**src/rtl/ohf_pkg.sv**
```systemverilog
package ohf_pkg;

    // Largest recursion depth the encoder is meant for.
    localparam int unsigned OHF_MAX_LEVELS = 16;

    // Width of a one-hot word that an encoder of the given depth accepts.
    function automatic int unsigned ohf_span(input int unsigned levels);
        return 32'd1 << levels;
    endfunction

endpackage

```
**src/rtl/ohf_or_tree.sv**
```systemverilog
// Balanced OR reduction: split in two, reduce each side, combine.
module ohf_or_tree #(
    parameter int unsigned WIDTH = 8
) (
    input  logic [WIDTH-1:0] vec,
    output logic             any
);
    localparam int unsigned LO_W = WIDTH / 2;
    localparam int unsigned HI_W = WIDTH - LO_W;

    generate
        if (WIDTH == 1) begin : g_leaf
            assign any = vec[0];
        end else begin : g_split
            logic any_lo;
            logic any_hi;

            ohf_or_tree #(.WIDTH(LO_W)) u_lo (
                .vec (vec[LO_W-1:0]),
                .any (any_lo)
            );

            ohf_or_tree #(.WIDTH(HI_W)) u_hi (
                .vec (vec[WIDTH-1:LO_W]),
                .any (any_hi)
            );

            assign any = any_lo | any_hi;
        end
    endgenerate
endmodule

```
**src/rtl/ohf_fold_stage.sv**
```systemverilog
// One level of the folding encoder. It emits the top index bit from the
// upper half, then recurses on the bitwise OR of both halves.
module ohf_fold_stage
    import ohf_pkg::*;
#(
    parameter int unsigned LEVELS = 4
) (
    input  logic [ohf_span(LEVELS)-1:0] vec,
    output logic [LEVELS-1:0]           idx
);
    localparam int unsigned SPAN = ohf_span(LEVELS);
    localparam int unsigned HALF = SPAN / 2;

    generate
        if (LEVELS == 1) begin : g_base
            // Position 1 is set exactly when the index is 1; zero costs no gate.
            assign idx[0] = vec[1];
        end else begin : g_fold
            logic [HALF-1:0] upper;
            logic [HALF-1:0] lower;
            logic [HALF-1:0] folded;

            assign upper  = vec[SPAN-1:HALF];
            assign lower  = vec[HALF-1:0];
            assign folded = upper | lower;

            ohf_or_tree #(.WIDTH(HALF)) u_upper_any (
                .vec (upper),
                .any (idx[LEVELS-1])
            );

            ohf_fold_stage #(.LEVELS(LEVELS-1)) u_next (
                .vec (folded),
                .idx (idx[LEVELS-2:0])
            );
        end
    endgenerate
endmodule

```
**src/rtl/ohf_encoder.sv**
```systemverilog
// Top of the folding one-hot to binary encoder.
module ohf_encoder
    import ohf_pkg::*;
#(
    parameter int unsigned LEVELS = 4
) (
    input  logic [ohf_span(LEVELS)-1:0] in_vec,
    output logic [LEVELS-1:0]           idx_out
);
    initial begin
        if (LEVELS < 1 || LEVELS > OHF_MAX_LEVELS) begin
            $display("ohf_encoder: LEVELS %0d outside 1..%0d", LEVELS, OHF_MAX_LEVELS);
        end
    end

    ohf_fold_stage #(.LEVELS(LEVELS)) u_stage (
        .vec (in_vec),
        .idx (idx_out)
    );
endmodule

```
**config.mk**
```make
export PLATFORM = sky130hd
export DESIGN_NAME = ohf_encoder
export DESIGN_NICKNAME = d
export VERILOG_FILES = /design/src/rtl/ohf_pkg.sv /design/src/rtl/ohf_or_tree.sv /design/src/rtl/ohf_fold_stage.sv /design/src/rtl/ohf_encoder.sv
export SDC_FILE = /design/constraint.sdc
export NUM_CORES = 1
export LEC_CHECK = 0
export ABC_AREA = 1
export CAP_MARGIN = 10
export CELL_PAD_IN_SITES_DETAIL_PLACEMENT = 1
export CELL_PAD_IN_SITES_GLOBAL_PLACEMENT = 1
export CORE_AREA = 2 2 39 41
export DETAILED_ROUTE_END_ITERATION = 8
export DIE_AREA = 0 0 41 43
export PLACE_DENSITY_LB_ADDON = 0.08
export SLEW_MARGIN = 20
export SYNTH_ARGS = -nofsm -noshare
export SYNTH_HDL_FRONTEND = slang
export SYNTH_SLANG_ARGS = --single-unit
```
**constraint.sdc**
```tcl
create_clock -name vclk -period 0.8
set_input_delay 0.16 -clock vclk [all_inputs]
set_output_delay 0.16 -clock vclk [all_outputs]
set_load 0.02 [all_outputs]
```
Yosys cells after proc, flatten, opt, wreduce, memory -nomap -nowiden --
Index checks and enable logic that the tools add are counted.
Word-level totals: register bits after elaboration 0, input bits 16, output and inout port bits 4, word-level logic and storage cells 14
Operators by class: bitwise gates (word level) 14
Operators by type and width (number):
- bitwise OR 1 bit | 11
- bitwise OR 8 bit | 1
- bitwise OR 4 bit | 1
- bitwise OR 2 bit | 1

Depth between registers and ports, before layout --
depth after elaboration 3, mapped depth 5, mapped depth without buffers 4

Modules after synthesis --
From an unflattened synthesis, not the netlist that was laid out.
Second synthesis, totals: cells, all modules 90, area, all modules 394.1 µm²
Modules (own cells, without submodules):
- ohf_or_tree (u_stage.g_fold.u_next.g_fold.u_next.g_fold.u_upper_any ...) | instances 11, seq. area each 0.0 µm², area each 11.3 µm², cells each 3
- ohf_or_tree (u_stage.g_fold.u_next.g_fold.u_next.g_fold.u_upper_any.g_split.u_hi ...) | instances 14, seq. area each 0.0 µm², area each 7.5 µm², cells each 1
- ohf_fold_stage (u_stage) | instances 1, seq. area each 0.0 µm², area each 90.1 µm², cells each 24
- ohf_fold_stage (u_stage.g_fold.u_next) | instances 1, seq. area each 0.0 µm², area each 45.0 µm², cells each 12
- ohf_fold_stage (u_stage.g_fold.u_next.g_fold.u_next) | instances 1, seq. area each 0.0 µm², area each 22.5 µm², cells each 6
- ohf_fold_stage (u_stage.g_fold.u_next.g_fold.u_next.g_fold.u_next) | instances 1, seq. area each 0.0 µm², area each 7.5 µm², cells each 1

Least setup slack after synthesis --
OpenSTA, ideal clock, no wires.
path kind input to output, from input in_vec[11], to output idx_out[0], arrival 540 ps, stages on the path 5, required time 640 ps, slack 100 ps, path buffers 1, path through inv_2 -> nand2_2 -> nor2_2 -> nand2_1 -> buf_4
On the way: cells in the longest elaborated chain, start to end 3
RTL lines:
- from (decl) | RTL line ohf_encoder.sv:7 | input logic [ohf_span(LEVELS)-1:0] in_vec,
- bitwise OR 8 bit | RTL line ohf_fold_stage.sv:25 | assign folded = upper | lower;
- bitwise OR 4 bit | RTL line ohf_fold_stage.sv:25
- bitwise OR 2 bit | RTL line ohf_fold_stage.sv:25
- to (decl) | RTL line ohf_encoder.sv:8 | output logic [LEVELS-1:0] idx_out
No other way between the ends.

Final worst setup path --
from input in_vec[3], to output idx_out[0]
Same word-level chain as after synthesis.

==> metrics.md <==
| Metric | Value |
|---|---|
| Placeable core region | 0.00138 mm2 |
| Post-route DRC | 0 |
| Hold violation total from the final report | 0 |
| Proportion of synthesized chip area in sequential cells | 0% |
| Endpoint type of the worst setup path | primary output |
| Cell area after synthesis | 176 um2 |
| Count of distinct cell types in the synthesized netlist | 7 |
| Area growth, synth to finish | 136% |
| Most used standard cells in the synthesized netlist | sky130_fd_sc_hd__nand2_1, sky130_fd_sc_hd__inv_1, sky130_fd_sc_hd__inv_2, sky130_fd_sc_hd__nor2_1, sky130_fd_sc_hd__buf_4 |
| Crit path arrival time | 0.66 ns |
| Last weighted congestion value of the routability-driven placer | 0.584 |
| Starting density of the core | 12.7% |
| DR vias | 255 |
| Maximum fanout along the worst path | 2 |
| Antenna violations before repair | 0 |
| Required time reported for the critical path endpoint | 0.64 ns |
| Total grt overflow | 0 |
| Aggregate global-route resource usage | 6.09% |
| Power density over the cells | 369 mW/mm2 |
| Overall die area | 0.00176 mm2 |
| Number of cells traversed by the worst hold path | 6 |
| Wire length of the first global-routing pass | 828 um |
| Half-perimeter wire length after detailed placement | 456 um |
| Leakage | 0.223 nW |
| Post CTS Setup Buffer Count | 0 |
| Width of the die | 41 um |
| Remaining antenna violation count | 0 |
| Layout sequential cell count | 0 |
| Post-layout min period | 0.823 ns |
| DIE HEIGHT | 43 um |
| Design Power | 154 uW |
| Boundary Pins | 20 |
| Placed Instance Area | 357 um2 |
| Worst hold start | in_vec[10] |
| Fraction of final layout cells with drive strength greater than 1 | 82.1% |
| Gate Count Post-Synth | 41 |
| Yosys top cell area share | 27.7% |
| 1st-pass router iterations | 1 |
| Post-layout utilization of the core | 30.1% |
| Final setup margin | -0.0230 ns |
| Worst-case headroom to the max-slew limit | 93.7% |
| Type of origin of the critical path | primary input |
| Endpoints failing setup | 4 |
| Fin crit share | 103% |
| Synthesis warning total | 0 |
| Violations in the final reports | negative setup slack |
| WL/cell | 7.04 um |
| Max-cap violations | 0 |
| Top cells by area in the synthesized netlist | sky130_fd_sc_hd__nand2_1, sky130_fd_sc_hd__inv_1, sky130_fd_sc_hd__buf_4, sky130_fd_sc_hd__inv_2, sky130_fd_sc_hd__nor2_1 |
| Fillcell total | 181 |
| Iter 0 DRT Violations | 0 |
| Finished layout cell area | 417 um2 |
| Post-DR vias/cell | 3.54 |
| Vias in the first global route | 228 |
| Setup repair after global routing missed its margin | yes |
| Dominant cell by count in the synthesized netlist | sky130_fd_sc_hd__nand2_1 |
| Mean Syn Cell Area | 4.30 um2 |
| Worst vdd rail ir drop | 0.0976 mV |
| Cell accounting for the most synthesized area | sky130_fd_sc_hd__nand2_1 |
| Rows | 14 |
| Result of the run | finished, violations left |
| Pin count of the biggest net entering global routing | 3 |
| Final antenna diode count | 0 |
| Net count after synthesis | 57 |
| Register Area | 0 um2 |
| Input/output buffers | 19 |
| Hold crit path type | in -> out |
| Total wire length after detailed routing | 507 um |
| Fin Hold WS | 0.678 ns |
| Hold bufs inserted after CTS | 0 |
| Highest achievable clock rate | 1220 MHz |
| Max-slew violation count | 0 |
| Type of the worst setup path | in -> out |
| Count of clock-net buffers in the final layout | 0 |
| Slew @ Worst Pin | 0.0941 ns |
| Final net count | 74 |
| Hold Crit Endpoint | idx_out[1] |
-- worst max-delay path, stage by stage --
cell	delay, ns
sky130_fd_sc_hd__buf_2	0.10
sky130_fd_sc_hd__inv_2	0.04
sky130_fd_sc_hd__nand2_2	0.05
sky130_fd_sc_hd__nor2_4	0.12
sky130_fd_sc_hd__nand2_2	0.06
sky130_fd_sc_hd__buf_6	0.13
-- per-layer routing --
layer	vias to the layer above	global-route usage (%)	routed length, um
li1	135	-	-
met5	-	0	0
met3	0	0	49
met4	0	0	0
met2	11	10.6	260
met1	109	8.54	197
-- power breakdown --
group | total [mW] | switching, mW | internal [mW]
Combinational | 0.154 | 0.0684 | 0.0855
Sequential | 0 | 0 | 0
Clock | 0 | 0 | 0
Total | 0.154 | 0.0684 | 0.0855
-- final cells by class --
type	count	area, um2	area share, %
timing repair buffer	19	183	43.8
tap	16	20.0	4.80
inverter	15	71.3	17.1
multi-input combinational	22	143	34.2
-- cells by family (layout without fill, tap and decap cells) --
family	count (synthesis)	count (layout)	share of synthesized area [%]
and+or+nand+nor	22	22	51.1
buffers and inverters	19	34	48.9
-- what timing repair did --
action / CTS / global route
pin swaps: 18 / 15
setup endpoints to repair: 4 / 4
gates resized for setup: 88 / 23
-- metrics by stage --
stage / cells / TNS, ns / setup WS [ns]
after floorplan: 41 / 0 / 0.100
after global placement: 72 / -3.25 / -0.814
after detailed placement: 72 / -3.25 / -0.828
after CTS: 72 / -0.124 / -0.0477
after global routing: 72 / -0.180 / -0.0522
final: 72 / -0.0627 / -0.0230
-- worst max-delay path by stage --
stage | slack, ns | from | cells after the start | end
floorplan | 0.10 | in_vec[11] | 5 | idx_out[0]
global placement | -0.81 | in_vec[13] | 6 | idx_out[3]
detailed placement | -0.83 | in_vec[14] | 6 | idx_out[1]
CTS | -0.05 | in_vec[7] | 6 | idx_out[1]
global route | -0.05 | in_vec[3] | 6 | idx_out[1]
finish | -0.02 | in_vec[3] | 6 | idx_out[0]
-- placed cells by master, fill, tap and decap left out, drive strengths merged --
cell and count:
nand2 15, nor2 7, inv 15, buf 19
Power figures use the tool's default switching activity.
